**config.mk**
```make
export PLATFORM = sky130hd
export DESIGN_NAME = modfrac_clkdiv
export DESIGN_NICKNAME = d
export VERILOG_FILES = /design/src/rtl/modfrac_clkdiv.sv
export SDC_FILE = /design/constraint.sdc
export NUM_CORES = 1
export LEC_CHECK = 0
export BUFFER_PORTS_ARGS = -buffer_cell sky130_fd_sc_hd__buf_2
export CAP_MARGIN = 0
export CORE_UTILIZATION = 50
export DETAILED_ROUTE_END_ITERATION = 6
export GPL_TIMING_DRIVEN = 0
export PLACE_DENSITY = 0.73
export SLEW_MARGIN = 40
export SYNTH_ARGS = -nofsm -noshare
export SYNTH_HDL_FRONTEND = slang
export SYNTH_SLANG_ARGS = --single-unit
```
**constraint.sdc**
```tcl
create_clock -name clk -period 4.95 [get_ports clk]
set_clock_uncertainty 0.2 [all_clocks]
set_input_delay 0.2475 -clock clk [delete_from_list [all_inputs] [get_ports clk]]
set_output_delay 0.2475 -clock clk [all_outputs]
set_load 0.01 [all_outputs]
```
**src/rtl/modfrac_clkdiv.sv**
```systemverilog
module modfrac_clkdiv #(
  parameter bit WIDE = 1'b0,
  parameter int FW   = WIDE ? 13 : 8,
  parameter int CW   = 3 + 2 * FW
) (
  input  logic          clk,
  input  logic          rst_n,
  input  logic          wr_en,
  input  logic [CW-1:0] wr_data,
  output logic          tick_o,
  output logic          div_o,
  output logic [FW-1:0] n_rb_o,
  output logic [FW:0]   m_rb_o
);
  localparam int ADD_LSB = 3;
  localparam int SUB_LSB = ADD_LSB + FW;
  localparam int AW      = FW + 2;
  localparam int TZW     = $clog2(FW);

  logic [CW-1:0]        ctrl_q;
  logic signed [AW-1:0] acc_q;
  logic signed [AW-1:0] diff;
  logic signed [AW-1:0] acc_d;
  logic                 st_q;
  logic [FW-1:0]        madd, msub;
  logic [FW:0]          n_full, m_full;
  logic                 take_sub, half_ok, live;
  logic [TZW-1:0]       tz;

  assign madd   = ctrl_q[ADD_LSB +: FW];
  assign msub   = ctrl_q[SUB_LSB +: FW];
  assign n_full = (msub == '0) ? '0 : ({1'b0, ~msub} + 1'b1);
  assign m_full = {1'b0, madd} + n_full;
  assign live   = ctrl_q[0] & ~ctrl_q[1] & (|n_full);

  assign diff     = acc_q - $signed({1'b0, n_full});
  assign take_sub = ~diff[AW-1];
  assign acc_d    = take_sub ? diff : acc_q + $signed({2'b00, madd});
  assign half_ok  = {acc_d, 1'b0} >= {2'b00, m_full};

  always_ff @(posedge clk or negedge rst_n) begin
    if (!rst_n) begin
      ctrl_q <= '0;
      acc_q  <= '0;
      tick_o <= 1'b0;
      st_q   <= 1'b0;
    end else begin
      if (wr_en) ctrl_q <= wr_data;
      if (ctrl_q[1]) begin
        acc_q  <= '0;
        tick_o <= 1'b0;
        st_q   <= 1'b0;
      end else if (live) begin
        acc_q  <= acc_d;
        tick_o <= ~take_sub;
        st_q   <= ~take_sub | (st_q & half_ok);
      end else begin
        tick_o <= 1'b0;
        st_q   <= 1'b0;
      end
    end
  end

  assign div_o = ctrl_q[2] ? st_q : tick_o;

  always_comb begin
    tz = '0;
    for (int i = FW - 1; i >= 0; i--)
      if (madd[i] | msub[i]) tz = TZW'(i);
  end

  assign n_rb_o = FW'(n_full >> tz);
  assign m_rb_o = (|n_full) ? (m_full >> tz) : '0;
endmodule

```
# [After elaboration in Yosys (flattened, before gate mapping)]
# Cells that the tools add are included.
[op_classes] eq_ne=0 div_mod_pow=0 n_bitwise=14 order_cmp=1 n_reduce_logical=3 shifts=2 addsub=4 mux=18 mul=0
[op_table] cell="$mux 10" count=3
[op_table] cell="$mux 3" count=8
[op_table] cell="$mux 9" count=2
[op_table] cell="$ge 11x9->1" count=1
[op_table] cell="$add 10x9->10" count=1
[op_table] cell="$sub 10x10->10" count=1
[op_table] cell="$add 8x1->9 const B" count=1
[op_table] cell="$add 8x9->9" count=1
[op_table] cell="$or 1x1->1" count=9
[op_table] cell="$reduce_or 9->1" count=1
[op_table] cell="$shr 9x3->8" count=1
[op_table] cell="$shr 9x3->9" count=1
[op_table] cell="$logic_not 8->1" count=1
[op_table] cell="$not 8->8" count=1
[op_table] cell="$mux 1" count=5
[op_table] cell="$and 1x1->1" count=3
[op_table] cell="$reduce_bool 2->1" count=1
[op_table] cell="$not 1->1" count=1
[word_totals] register_bits=31 latchBits=0 mem_bits_ro=0 in_bits=22 mem_bits_rw=0 output_inout_bits=19 memories=0 wordCells=46

# [Logic depth before layout (Yosys ltp)]
# Gate-level depths: netlist (run 1).
[logic_depth] word_depth=11 mapped_depth=21 depth_no_buf=19

# [Worst setup path before layout (run 1)]
# OpenSTA, ideal clock, no wires.
[synth_timing] path_type="reg2reg" start="register ctrl_q[11]" end="register st_q" arrival_time_ns=4.319 stages_incl_launch_ff=21 n_path_buf=1 slack_ns=0.313 period_less_slack_ns=4.637 setup_time_ns=0.119 required_time_ns=4.631 path_cell_list="dfrtp_1 inv_1 ha_1 nor3b_1 a21oi_1 o31ai_1 ha_1 o21a_1 o21a_1 mux2_2 nand3_1 buf_6 mux2i_1 ha_1 nor2b_1 o21a_1 o21a_1 o2111ai_1 a31oi_1 o31a_1 o21a_1"
[synth_via] elab_chain_cells=10 word_cells_on_any_way=14 classes_between="add/sub: 3; order compare: 1; mux: 4; bitwise: 4; reduce/logical: 2"
[synth_rtl] element="from (decl)" line_no="20" text="logic [CW-1:0] ctrl_q;"
[synth_rtl] element="from (signal assigned)" line_no="48" text="if (wr_en) ctrl_q <= wr_data;"
[synth_rtl] element="$not 8->8" line_no="32" text="assign n_full = (msub == '0) ? '0 : ({1'b0, ~msub} + 1'b1);"
[synth_rtl] element="$add 8x1->9" line_no="32"
[synth_rtl] element="$mux 9 *" line_no="32"
[synth_rtl] element="$sub 10x10->10" line_no="36" text="assign diff = acc_q - $signed({1'b0, n_full});"
[synth_rtl] element="$mux 10" line_no="38" text="assign acc_d = take_sub ? diff : acc_q + $signed({2'b00, madd});"
[synth_rtl] element="$ge 11x9->1" line_no="39" text="assign half_ok = {acc_d, 1'b0} >= {2'b00, m_full};"
[synth_rtl] element="$and 1x1->1" line_no="56" text="st_q <= ~take_sub | (st_q & half_ok);"
[synth_rtl] element="$or 1x1->1" line_no="56"
[synth_rtl] element="$mux 1 *" line_no="53" text="end else if (live) begin"
[synth_rtl] element="$mux 1 *" line_no="49" text="if (ctrl_q[1]) begin"
[synth_rtl] element="to (signal assigned)" line_no="56"
[synth_rtl] element="to (decl)" line_no="24" text="logic st_q;"
# Every way passes the cells marked *; elsewhere a longest branch is shown, timed or not.
# A chain may end at the register's enable or synchronous reset.

# [Worst setup path in the final report (run 1)]
[layout_timing] start="register ctrl_q[12]" end="register st_q"
# Same word-level chain as after synthesis.

==> results of run 1 <==
-- final cells by class --
| type | count | share of cell area |
|---|---|---|
| flip-flops and latches | 31 | 0.181 |
| inverters | 26 | 0.0227 |
| multi-input cells | 322 | 0.615 |
| clock buffers | 6 | 0.0192 |
| plain buffers | 20 | 0.0398 |
| clock inverters | 1 | 0.00116 |
| repair buffers | 60 | 0.0931 |
| well taps | 96 | 0.0279 |
-- layer usage --
metal  up-vias  GRT usage
li1       1609          -
met1      1539      0.361
met2        93      0.407
met3        16     0.0200
met4         0     0.0985
met5         -          0
-- worst max-delay path, delay by kind of cell (launching register included) --
family	cells	cell delay, ps
simple gates	3	620
compound gates	10	1870
fa+ha+maj	3	780
flops	1	460
mux	1	190
buf+inv	3	480
-- worst paths after layout --
kind / startpoint / endpoint
setup / recovery: ctrl_q[12] / st_q
hold / removal: wr_data[6] / ctrl_q[6]
setup reg to reg: ctrl_q[12] / st_q
hold reg to reg: ctrl_q[2] / ctrl_q[2]
max in group asynchronous: rst_n / ctrl_q[11]
min in group asynchronous: rst_n / ctrl_q[17]
-- state kept, by name, summed over array words and instances (netlist names) --
signal / flops
ctrl_q: 19
acc_q: 10
tick_o: 1
st_q: 1
-- power breakdown --
part | leakage (nW) | total (mW) | internal (mW) | switching, mW
clock network | 0.0470 | 0.196 | 0.109 | 0.0871
logic | 1.60 | 1.48 | 0.687 | 0.796
registers | 0.379 | 0.369 | 0.304 | 0.0649
-- layout by cell type, fill, tap and decap left out, drive strengths merged, types with 2 or more instances in the layout --
cell         synthesis  layout
o211ai               6       6
buf                 15      56
o21ai               29      29
o21a                 7       7
a31oi                4       4
mux2i               14      14
xnor2               14      14
o31ai                3       3
nor2                28      28
o2111ai              4       4
xor2                 5       5
o31a                 5       5
nor4                 7       7
nand2b               9       9
nor2b                5       5
a22oi                3       3
a21oi               21      21
or3                  3       3
or4                  4       4
fa                   3       3
a21o                 9       9
mux4                 6       6
dfrtp               31      31
dlygate4sd3          0      19
clkbuf               5      11
a211oi              10      10
o22ai                5       5
and3                 2       2
ha                  35      35
o21bai               4       4
nand2               29      29
nand3                6       6
nor3                 5       5
or2                  4       4
inv                 26      26
mux2                20      20
-- Yosys cell counts (2+ instances only) --
library cell,count
nand3_2,2
o211ai_1,4
xnor2_1,14
nor2_1,28
a31oi_1,4
dfrtp_1,31
fa_1,3
o21bai_1,4
inv_1,26
a21o_1,9
buf_6,12
nor4_1,5
nand2b_1,8
or4_1,3
or3_1,3
nor3_1,5
nand2_1,29
o31a_1,5
a22oi_1,3
o31ai_1,2
clkbuf_1,5
mux4_1,2
mux4_2,4
o22ai_1,5
o21ai_0,28
mux2i_1,14
or2_2,3
nand3_1,4
a211oi_1,10
ha_1,35
o2111ai_1,4
buf_2,2
nor2b_1,4
mux2_2,19
o21a_1,7
a21oi_1,21
o211ai_2,2
xor2_1,5
-- through the flow --
stage | worst slack [ps] | total power, mW | hold slack [ps] | setup TNS, ps | instances
2_1_floorplan | 313 | 1.42 | -248 | 0 | 399
3_3_place_gp | -608 | 1.72 | 121 | -608 | 534
3_5_place_dp | -618 | 1.76 | 122 | -618 | 534
4_1_cts | 30.7 | 2.01 | 1.86 | 0 | 560
5_1_grt | 39.8 | 2.22 | 7.64 | 0 | 562
6_report | 207 | 2.05 | 9.21 | 0 | 562
-- cells by family (layout without fill, tap and decap cells) --
family | Yosys count | after routing
simple gates | 110 | 110
xor+xnor | 19 | 19
buf+inv | 46 | 113
mux | 40 | 40
compound gates | 115 | 115
fa+ha+maj | 38 | 38
flops | 31 | 31
-- what timing repair did --
action	CTS	global route
gates resized for setup	13	8
endpoints found under the setup margin	2	1
hold buffers	18	1
cloned	0	0
pin swaps	1	1
hold endpoints to repair	48	1
setup buffers	1	1
==> results.md, run 1 <==
- Async SR Flop Fraction: 1.00
- Final wirelength: slightly above 9000 um
- CTS tree: done
- Area grow syn2layout: 20.1%
- Seq/Total Area, Yosys: 0.216
- Max Root-Sink Buffers: 2
- WS Path Type: register to register
- Fin crit share: 0.958
- Synth warn: 0
- Drt via density: between 5 and 6
- Pin count of the biggest net entering global routing: 32
- Worst r2r path cells: 20
- Mux cell area share after synthesis: 0.143
- Synth Instances: roughly 400
- H-tree Lvls: 2
- # diodes: 0
- Layout cells sized above 1: 0.253
- Worst hold path type: input pin to register
- Highest metal used: met4
- Footprint of the multi-input gates: around 0.0026 mm^2
- Worst-path clk slew: ~60 ps
- Area leader, netlist: dfrtp_1
- Final setup viols: 0
- Largest family of logic cells by synthesized area: compound AO/OA/AOI/OAI gates
- Setup crit start kind: register
- Area share of the leading cell type in the synthesized netlist: 0.216
- Post-Synth Adder-Cell Area: 0.139
- Syn Nets: 459
- Max-Cap Viols: 0
- GR Util All Layers: 0.255
- RSZ-0062 raised after global routing: no
- Initial antenna violation count: 0
- Remaining Overflow, GRT: 0
- Num rows: 30
- Status: finished clean
- Clk Latency, worst-skew pair: roughly 280 ps
- Post-synthesis cell type count: 63
- Avg WL per Cell: approximately 16 um
- VDD IR max: between 0.0002 and 0.0003 V
- DP Wirelength: between 6000 and 7000 um
- DRC violations left: 0
- Port buffer count: 39
- Max-slew headroom: 0.529
- Syn Area/Cell: 8.98 um^2
- CP Cell Sequence: inv_2, ha_4, or3b_1, buf_2, o211ai_4, ha_2, o21a_1, o31a_1, o2111ai_1, nand3_2, buf_6, mux2i_4, ha_1, nor2b_1, o21a_1, o21a_1, o2111ai_1, a31oi_1, o31a_1, o21a_1
- Post-DP Area: around 0.004 mm^2
- Initial Utilization: 0.522
- Max Slew Vio Count: 0
- Routability Congestion: between 0.9 and 1
- Critical path required time: slightly below 5000 ps
- # clock sinks: 31
- Top post-synthesis cells by area: dfrtp_1, ha_1, mux2_2, mux2i_1, o21ai_0
- Die width: about 87 um
- Worst-path maximum fanout: 10
- Full die area: around 0.0075 mm^2
- Pwr per Cell Area: around 480 mW/mm^2
- Starting DRC count in detailed routing: about 220
- Fin nets: roughly 530
- Setup crit end kind: register
- Compound-Gate Fraction of Synth Area: 0.213
- Fmax: ~210 MHz
- Number of flops mapped to enable cells by yosys: 0
- Register area: roughly 780 um^2
- Routed vias: roughly 3300
- I/O pin cnt: ~40
- Final Instance Area: between 0.004 and 0.005 mm^2
- Met3 routed WL: between 300 and 400 um
- Met1 wire length: 4390 um
- DIE HEIGHT: 86.7 um
- Reg2reg setup slack: 210 ps
- Total CTS buffers: 5
- Most used cell, CP: o21a_1
- WP data arrival: approximately 4700 ps
- Core footprint: 0.00687 mm^2
- Crit path time final: 4740 ps
- Final hold vios: 0
- Max incr delay on CP: around 460 ps
- Fillers: 570
- Drt first pass iters: 4
- Met2 WL post-DR: about 4100 um
- Worst-Margin Slew: ~700 ps
- Clock root cell: clkbuf_8
- ANT nets after route: 0
- Simple-Gate Fraction of Synth Area: 0.168
- Mapped cell area: approximately 0.0036 mm^2
- Post-Synth XOR/XNOR Area: 0.0464
- Global-route wire length before repair: between 10000 and 15000 um
- Slowest cell on the critical path: dfrtp_2
- Hold Path Depth: 2
- Util after Layout: 0.626
- Pleak: between 2 and 2.5 nW
- Vias in the first global route: 3076
- Yosys reg bits: 31
- Main flop type after synthesis: dfrtp_1
Note: power is estimated with default switching activity, not from simulation.
==> run 2: changes to the inputs <==
- SETUP_SLACK_MARGIN: not set -> 0.5
==> results.md, run 2 (same netlist as run 1, synthesis figures left out) <==
- Routed vias: about 3400
- WP data arrival: between 4000 and 5000 ps
- Total CTS buffers: 5
- Commonest non-fill, non-tap cell in the layout: buf_2
- RSZ-0062 raised after global routing: yes
- Pleak: 2.09 nW
- Full die area: around 0.0075 mm^2
- Die width: a little under 90 um
- Max Slew Vio Count: 0
- Remaining Overflow, GRT: 0
- Pwr per Cell Area: ~500 mW/mm^2
- DRC violations left: 0
- Drt first pass iters: 5
- Worst-path maximum fanout: 5
- Fin Hold WS: around 4.7 ps
- I/O pin cnt: 41
- Initial antenna violation count: 0
- Largest regs: ctrl_q: 19 flops, acc_q: 10 flops
- Worst-Margin Slew: between 600 and 700 ps
- Fmax: 221 MHz
- Reg2reg setup slack: about 430 ps
- Vias in the first global route: about 3200
- Max-slew headroom: 0.557
- Worst hold path type: input pin to register
- Crit path time final: roughly 4500 ps
- Slowest cell on the critical path: dfrtp_2
- Global-route wire length before repair: 15700 um
- Area grow syn2layout: 23.8%
- Worst-path clk slew: about 70 ps
- Port buffer count: 39
- Fillers: between 500 and 600
- DIE HEIGHT: 86.7 um
- CTS tree: done
- Pin count of the biggest net entering global routing: 32
- Status: finished clean
- Max reg flops: 19
- Seq pwr share: 0.173
- Final setup viols: 0
- Critical path required time: between 4000 and 5000 ps
- Largest Register: ctrl_q
- DP Wirelength: between 7000 and 8000 um
- Fin crit share: 0.913
- Num rows: 30
- Clk Latency, worst-skew pair: 280 ps
- Most used cell, CP: o21a_1
- ANT nets after route: 0
- H-tree Lvls: 2
- Initial Utilization: 0.522
- Max Root-Sink Buffers: 2
- Pint: approximately 1.2 mW
- GR Util All Layers: 0.268
- Clock share of power: 0.092
- Placed cells: roughly 530
- Clock root cell: clkbuf_8
- Combinational Power Share: 0.735
- Starting DRC count in detailed routing: about 240
- Drt via density: 5.86
- Setup crit start kind: register
- Max-Cap Viols: 0
- Final hold vios: 0
- VDD IR max: roughly 0.00024 V
- WS Path Type: register to register
- Layout cells sized above 1: 0.300
- CP Cell Sequence: buf_4, nor4_4, a21oi_2, o31ai_4, ha_4, o21a_1, o21a_1, mux2_4, nand3_4, buf_6, mux2i_4, ha_1, nor2b_1, o21a_1, o21a_1, o2111ai_2, a31oi_1, o31a_1, o21a_1
- Most frequent cells in the layout: buf_2, ha_1, dfrtp_1
- Sum Neg Setup Slack: 0 ps
- Fin nets: around 540
- Routability Congestion: around 0.9
- Sw Ratio: 0.461
- Max incr delay on CP: roughly 440 ps
- Final wirelength: between 9000 and 10000 um
- # clock sinks: 31
- # diodes: 0
- Core footprint: ~0.0069 mm^2
- Setup crit end kind: register
- Avg WL per Cell: 16.3 um
- Sw power: between 0.9 and 1 mW
- Non-filler instance count after layout: 572
[run 2: cell types whose count changed in the layout (fill, tap and decap cells not counted), sizes merged]
cell and change:
buf +17, dlygate4sd3 -7
[run 2: power groups by stage]
stage | Sequential, mW | Combinational [mW] | Clock, mW
3_5_place_dp | 0.371 | 1.40 | 0
3_3_place_gp | 0.369 | 1.36 | 0
2_1_floorplan | 0.348 | 1.08 | 0
5_1_grt | 0.381 | 1.75 | 0.217
4_1_cts | 0.373 | 1.56 | 0.205
6_report | 0.375 | 1.59 | 0.200
[run 2: worst max-delay path, delay by kind of cell, from the launching register on]
kind / cells / cell delay [ps]
compound gates: 10 / 1870
mux: 2 / 570
simple gates: 3 / 550
fa+ha+maj: 2 / 510
flops: 1 / 440
buf+inv: 2 / 280
[run 2: worst paths after layout]
path,startpoint,cells after the start,end
setup / recovery,ctrl_q[12],19,st_q
hold / removal,wr_data[17],2,ctrl_q[17]
setup reg to reg,ctrl_q[12],19,st_q
hold reg to reg,ctrl_q[2],1,ctrl_q[2]
max in group asynchronous,rst_n,2,ctrl_q[11]
min in group asynchronous,rst_n,2,ctrl_q[10]
[run 2: timing repair]
| item | CTS | global route |
|---|---|---|
| setup buffers | 19 | 0 |
| pin swaps | 14 | 1 |
| gates resized for setup | 24 | 2 |
| cloned | 0 | 0 |
| hold buffers | 12 | 0 |
| endpoints found under the setup margin | 6 | 4 |
| endpoints found under the hold margin | 42 | 0 |
[run 2: per-stage QoR]
step / util / cell area [um^2] / setup slack [ps] / power, mW
floorplan: - / 3600 / 506 / 1.43
global placement: 0.570 / 3920 / -160 / 1.72
detailed placement: 0.570 / 3920 / -190 / 1.77
CTS: 0.645 / 4430 / 469 / 2.13
global route: 0.646 / 4440 / 254 / 2.35
finish: 0.646 / 4440 / 430 / 2.17
[run 2: routing by layer]
metal,routed length (um),up-vias,global-route usage
li1,-,1627,-
met1,4320,1609,0.366
met2,4460,103,0.461
met3,416,13,0.0210
met4,122,0,0.0652
met5,0,-,0
[run 2: final cells by class]
| cell class | count | area [um^2] | area share |
|---|---|---|---|
| clock buffers | 6 | 82.6 | 0.0186 |
| well taps | 96 | 120 | 0.0271 |
| plain buffers | 20 | 171 | 0.0386 |
| inverters | 26 | 100 | 0.0226 |
| multi-input cells | 322 | 2720 | 0.612 |
| flip-flops and latches | 31 | 778 | 0.175 |
| clock inverters | 1 | 5.00 | 0.00113 |
| repair buffers | 70 | 462 | 0.104 |
